[config.mk]
export PLATFORM = sky130hd
export DESIGN_NAME = intc_stat_mask
export DESIGN_NICKNAME = d
export VERILOG_FILES = /design/src/rtl/intc_stat_mask.sv
export SDC_FILE = /design/constraint.sdc
export NUM_CORES = 1
export LEC_CHECK = 0
export BUFFER_PORTS_ARGS = -buffer_cell sky130_fd_sc_hd__buf_2
export CAP_MARGIN = 30
export CELL_PAD_IN_SITES_DETAIL_PLACEMENT = 1
export CELL_PAD_IN_SITES_GLOBAL_PLACEMENT = 1
export CORE_AREA = 2 2 138 140
export CTS_CLUSTER_SIZE = 25
export DETAILED_ROUTE_END_ITERATION = 8
export DIE_AREA = 0 0 140 142
export GPL_ROUTABILITY_DRIVEN = 0
export GPL_TIMING_DRIVEN = 0
export PLACE_DENSITY_LB_ADDON = 0.12
export SYNTH_ARGS = -nofsm -noshare
export SYNTH_HDL_FRONTEND = slang
export SYNTH_SLANG_ARGS = --single-unit
[constraint.sdc]
create_clock -name clk -period 3.3 [get_ports clk]
set_clock_uncertainty 0.15 [all_clocks]
set_input_delay 0.165 -clock clk [delete_from_list [all_inputs] [get_ports clk]]
set_output_delay 0.165 -clock clk [all_outputs]
set_load 0.01 [all_outputs]
[src/rtl/intc_stat_mask.sv]
module intc_stat_mask #(
  parameter int MAIN_W = 32,
  parameter int SBUS_W = 32
) (
  input  logic              clk,
  input  logic              rst_n,
  input  logic              wr_en,
  input  logic [15:0]       addr,
  input  logic [31:0]       wdata,
  output logic [31:0]       rdata,
  input  logic [MAIN_W-1:0] main_src,
  input  logic [15:0]       dma_src,
  input  logic [SBUS_W-1:0] sbus_src,
  output logic              main_irq,
  output logic              dma_irq,
  output logic              sbus_irq
);
  localparam logic [15:0] A_MSTAT = 16'hF000;
  localparam logic [15:0] A_MMASK = 16'hF010;
  localparam logic [15:0] A_DMA   = 16'hE010;
  localparam logic [15:0] A_SBUS  = 16'hF230;

  logic [MAIN_W-1:0] main_stat, main_mask, main_stat_nx, main_mask_nx;
  logic [15:0]       dma_stat, dma_mask, dma_stat_nx, dma_mask_nx;
  logic [SBUS_W-1:0] sbus_flag, sbus_flag_nx;

  wire wr_mstat = wr_en && addr == A_MSTAT;
  wire wr_mmask = wr_en && addr == A_MMASK;
  wire wr_dma   = wr_en && addr == A_DMA;
  wire wr_sbus  = wr_en && addr == A_SBUS;

  assign main_stat_nx = (main_stat & ~(wr_mstat ? wdata[MAIN_W-1:0] : '0)) | main_src;
  assign main_mask_nx = wr_mmask ? wdata[MAIN_W-1:0] : main_mask;
  assign dma_stat_nx  = (dma_stat & ~(wr_dma ? wdata[15:0] : 16'h0)) | dma_src;
  assign dma_mask_nx  = dma_mask ^ (wr_dma ? wdata[31:16] : 16'h0);
  assign sbus_flag_nx = (sbus_flag & ~(wr_sbus ? wdata[SBUS_W-1:0] : '0)) | sbus_src;

  always_ff @(posedge clk or negedge rst_n) begin
    if (!rst_n) begin
      main_stat <= '0;
      main_mask <= '0;
      dma_stat  <= '0;
      dma_mask  <= '0;
      sbus_flag <= '0;
      main_irq  <= 1'b0;
      dma_irq   <= 1'b0;
      sbus_irq  <= 1'b0;
    end else begin
      main_stat <= main_stat_nx;
      main_mask <= main_mask_nx;
      dma_stat  <= dma_stat_nx;
      dma_mask  <= dma_mask_nx;
      sbus_flag <= sbus_flag_nx;
      main_irq  <= |(main_stat_nx & main_mask_nx);
      dma_irq   <= |(dma_stat_nx & dma_mask_nx);
      sbus_irq  <= |sbus_flag_nx;
    end
  end

  always_comb begin
    rdata = '0;
    unique case (addr)
      A_MSTAT: rdata[MAIN_W-1:0] = main_stat;
      A_MMASK: rdata[MAIN_W-1:0] = main_mask;
      A_DMA:   rdata = {dma_mask, dma_stat};
      A_SBUS:  rdata[SBUS_W-1:0] = sbus_flag;
      default: rdata = '0;
    endcase
  end
endmodule


==> run_results.csv <==
group,metric,value,unit
worst_setup_path,crit_type,"input port to output port",
sta,grt_setup_unrepaired,"false",
sta,worstMarginPinSlew,931,ps
power,ir_worst_vdd,0.385,mV
logic_synthesis,seq_area_frac_synth,51.4,%
global_routing,grt_pass1_wl,43400,um
logic_synthesis,async_flop_share,100,%
global_routing,grt_pass1_vias,7207,
global_routing,grt-busiest-layer,"met2",
logic_synthesis,synth_ff_type,"dfrtp_1",
sta,max_freq,0.315,GHz
power,p_switching,0.000865,W
floorplan,die_y,142,um
sta,setup_ws,124,ps
global_routing,grt_use_met2,52.0,%
logic_synthesis,syn_nets,692,
hold_path,hp-class,"input port to async pin",
cts,cts_root_buffer,"clkbuf_16",
cts,htree_levels,4,
logic_synthesis,netlist_instances,561,
sta,holdWs,110,ps
worst_setup_path,crit_slowest_cell,"or4_1",
detailed_routing,wl,29100,um
run_status,status,"complete, but fails checks",
floorplan,core.rowCount,50,
placement,placed_cell_area,7550,um2
placement,place.port_buffers,164,
layout,post-route-cell-area,9940,um2
worst_setup_path,cp_top_family,"simple AND/OR/NAND/NOR gates",
power,p_int,0.00287,W
layout,diodes,0,
power,pwr-share-seq,43.1,%
sta,slew_headroom,37.9,%
power,p_comb_share,9.3,%
worst_setup_path,cp.required,2980,ps
detailed_routing,num_vias,6468,
global_routing,grtUsageMet3,5.99,%
sta,period_share,96.3,%
cts,insertion_delay,420,ps
logic_synthesis,synth-seq-cells,131,
sta,timing.setup.tns,0,ps
sta,setup_viol,0,
floorplan,pin_count,166,
cts,clockBufferDepth,2,
cts,cts_sinks,131,
global_routing,grt_usage,29.9,%
layout,nets,1060,
sta,final_hold_viol_count,0,
logic_synthesis,synth_edf_count,0,
sta,drv_slew,0,
run_status,violations,"DRC",
cts,cts_buffers,17,
floorplan,dieArea,19900,um2
power,p_sw_share,23.2,%
detailed_routing,drt_iter0_markers,446,
detailed_routing,first_pass_iters,9,
cts,tritoncts,"done",
logic_synthesis,synth_area,6380,um2
global_routing,use_met1,37.3,%
run,maxCapViolCount,0,
floorplan,die_x,140,um
worst_setup_path,critPathMaxFanout,10,
global_routing,grt_max_degree,83,
floorplan,core,18500,um2
worst_setup_path,critPathMaxStageDelay,670,ps
detailed_routing,drc,12,
worst_setup_path,cp_cell_sequence,"buf_2, or4_1, nor4_2, clkbuf_2, clkbuf_2, a221o_1, buf_2",
worst_setup_path,worstSetupStartpointType,"input port",
global_routing,overflow,0,
logic_synthesis,syn_area_per_cell,11.4,um2
global_routing,antenna_found_initial,0,
detailed_routing,via_per_inst,5.51,
layout,drive_above_1_share,25.9,%
detailed_routing,detail_route.wl_per_cell,24.8,um
logic_synthesis,synth.distinct_cells,40,
worst_setup_path,endpoint_kind,"output port",
layout,fill_cells,2016,
power,clockPowerShare,47.6,%
worst_setup_path,critPathBufInv,4,
floorplan,start_util,34.5,%
detailed_routing,drtAntennaViolNets,0,
placement,place_ws,-492,ps
layout,syn2layout_area_growth,55.8,%
worst_setup_path,cp.arrival,2860,ps
power,leakagePower,4.10,nW
cts,clk_pin_slew_worst_paths,60,ps
sta,period_minus_slack,3180,ps
logic_synthesis,yosysWarnings,0,
power,power.density,376,nW/um2
placement,dp_hpwl,19600,um
[what timing repair did]
action	in CTS	in global routing
setup buffers	2	0
hold endpoints to repair	174	0
setup endpoints to repair	31	23
hold buffers	180	0
pin swaps	1	0
gates resized for setup	4	8
cloned	0	0
[per-layer routing]
layer / part of all wire [%] / wire, um / vias to the layer above
met4: 2.8 / 819 / 0
met5: 0 / 0 / -
met2: 50 / 14600 / 253
met1: 42 / 12100 / 3313
li1: - / - / 2845
met3: 5.4 / 1580 / 57
[stage by stage]
step / utilization (%) / instances / total power [W]
finish: 53.8 / 1174 / 0.00373
global route: 53.8 / 1174 / 0.00384
CTS: 53.8 / 1174 / 0.00373
detailed placement: 40.9 / 962 / 0.00187
global placement: 40.6 / 959 / 0.00186
floorplan: - / 561 / 0.00169
[Yosys cell counts (2+ instances only)]
cell / instances / area share, %
nor4b_1: 2 / 0.27
nand2_1: 24 / 1.4
nand4_1: 4 / 0.39
mux2_4: 2 / 0.47
nand3_1: 73 / 5.7
a221o_1: 32 / 5.0
clkbuf_1: 21 / 1.2
a221oi_2: 4 / 0.94
nor3_4: 2 / 0.51
buf_2: 7 / 0.55
buf_4: 3 / 0.35
or4_1: 5 / 0.59
nor2_1: 33 / 1.9
a21o_1: 76 / 8.9
mux2_2: 11 / 1.9
dfrtp_1: 131 / 51
inv_1: 10 / 0.59
mux2_1: 15 / 2.6
xnor2_1: 16 / 2.2
a21oi_1: 4 / 0.31
nor4_1: 9 / 0.88
or2_2: 3 / 0.29
buf_6: 3 / 0.53
a22o_1: 18 / 2.5
mux2i_1: 36 / 5.7
o22ai_1: 2 / 0.20
nand4bb_1: 2 / 0.35
[cell usage in the layout, fill, tap and decap left out, types with 4 or more instances in the layout]
cell type,count
dfrtp_1,131
a221oi_2,4
mux2i_1,36
nor2_1,33
buf_4,5
buf_6,4
a221o_1,32
mux2_2,11
mux2_1,15
nand3_1,73
or4_1,5
clkbuf_16,17
nor4_2,4
nand4_1,4
a21oi_1,4
dlygate4sd3_1,180
clkbuf_2,5
a22o_1,18
inv_1,10
buf_2,169
a21o_1,76
nand2_1,24
xnor2_1,16
clkbuf_1,21
nor4_1,6
[final cells by class]
type,instances,area (um2),share of cell area (%)
clock inverter,5,52.6,0.529
clock buffer,25,485,4.89
inverter,10,37.5,0.378
sequential,131,3280,33.0
multi-input combinational,385,2910,29.2
buffer,35,183,1.84
tap,234,293,2.95
timing repair buffer,349,2700,27.2
[power groups by stage]
stage	clock [W]	sequential (W)	combinational (W)
finish	0.00178	0.00161	0.000347
global route	0.00186	0.00161	0.000370
CTS	0.00178	0.00161	0.000341
detailed placement	0	0.00164	0.000236
global placement	0	0.00164	0.000225
floorplan	0	0.00164	0.0000530
[flip-flops by register name, indices dropped and copies added, names as in the netlist]
name and cells:
main_mask 32, main_stat 32, sbus_flag 32, dma_mask 16, dma_stat 16, dma_irq 1, main_irq 1, sbus_irq 1
[path summary, 6_finish.rpt]
check,startpoint,endpoint,slack [ps],cells past startpoint
min reg2reg,sbus_flag[30]$_DFF_PN0_,sbus_flag[30]$_DFF_PN0_,360,1
min,rst_n,main_stat[0]$_DFF_PN0_,110,2
max,addr[1],rdata[20],120,7
min in group clk,addr[12],dma_mask[7]$_DFF_PN0_,220,5
max in group asynchronous,rst_n,dma_mask[11]$_DFF_PN0_,2090,3
max reg2reg,sbus_flag[30]$_DFF_PN0_,sbus_irq$_DFF_PN0_,1280,4
[worst register-to-register path: cells and delay by family, from the launching register on]
family / cells / cell delay (ps)
AOI/OAI and AO/OA: 1 / 170
DFF: 1 / 380
and+or+nand+nor: 3 / 1160
[kinds of logic (layout without fill, tap and decap cells)]
kind of cell    after synthesis  count (layout)  share of synthesized area (%)
simple gates                169             169                           14.5
mux                          64              64                           10.7
buf+inv                      45             424                           3.32
compound gates              136             136                           17.9
flops                       131             131                           51.4
xor+xnor                     16              16                           2.20
Note: power is estimated with default switching activity, not from simulation.
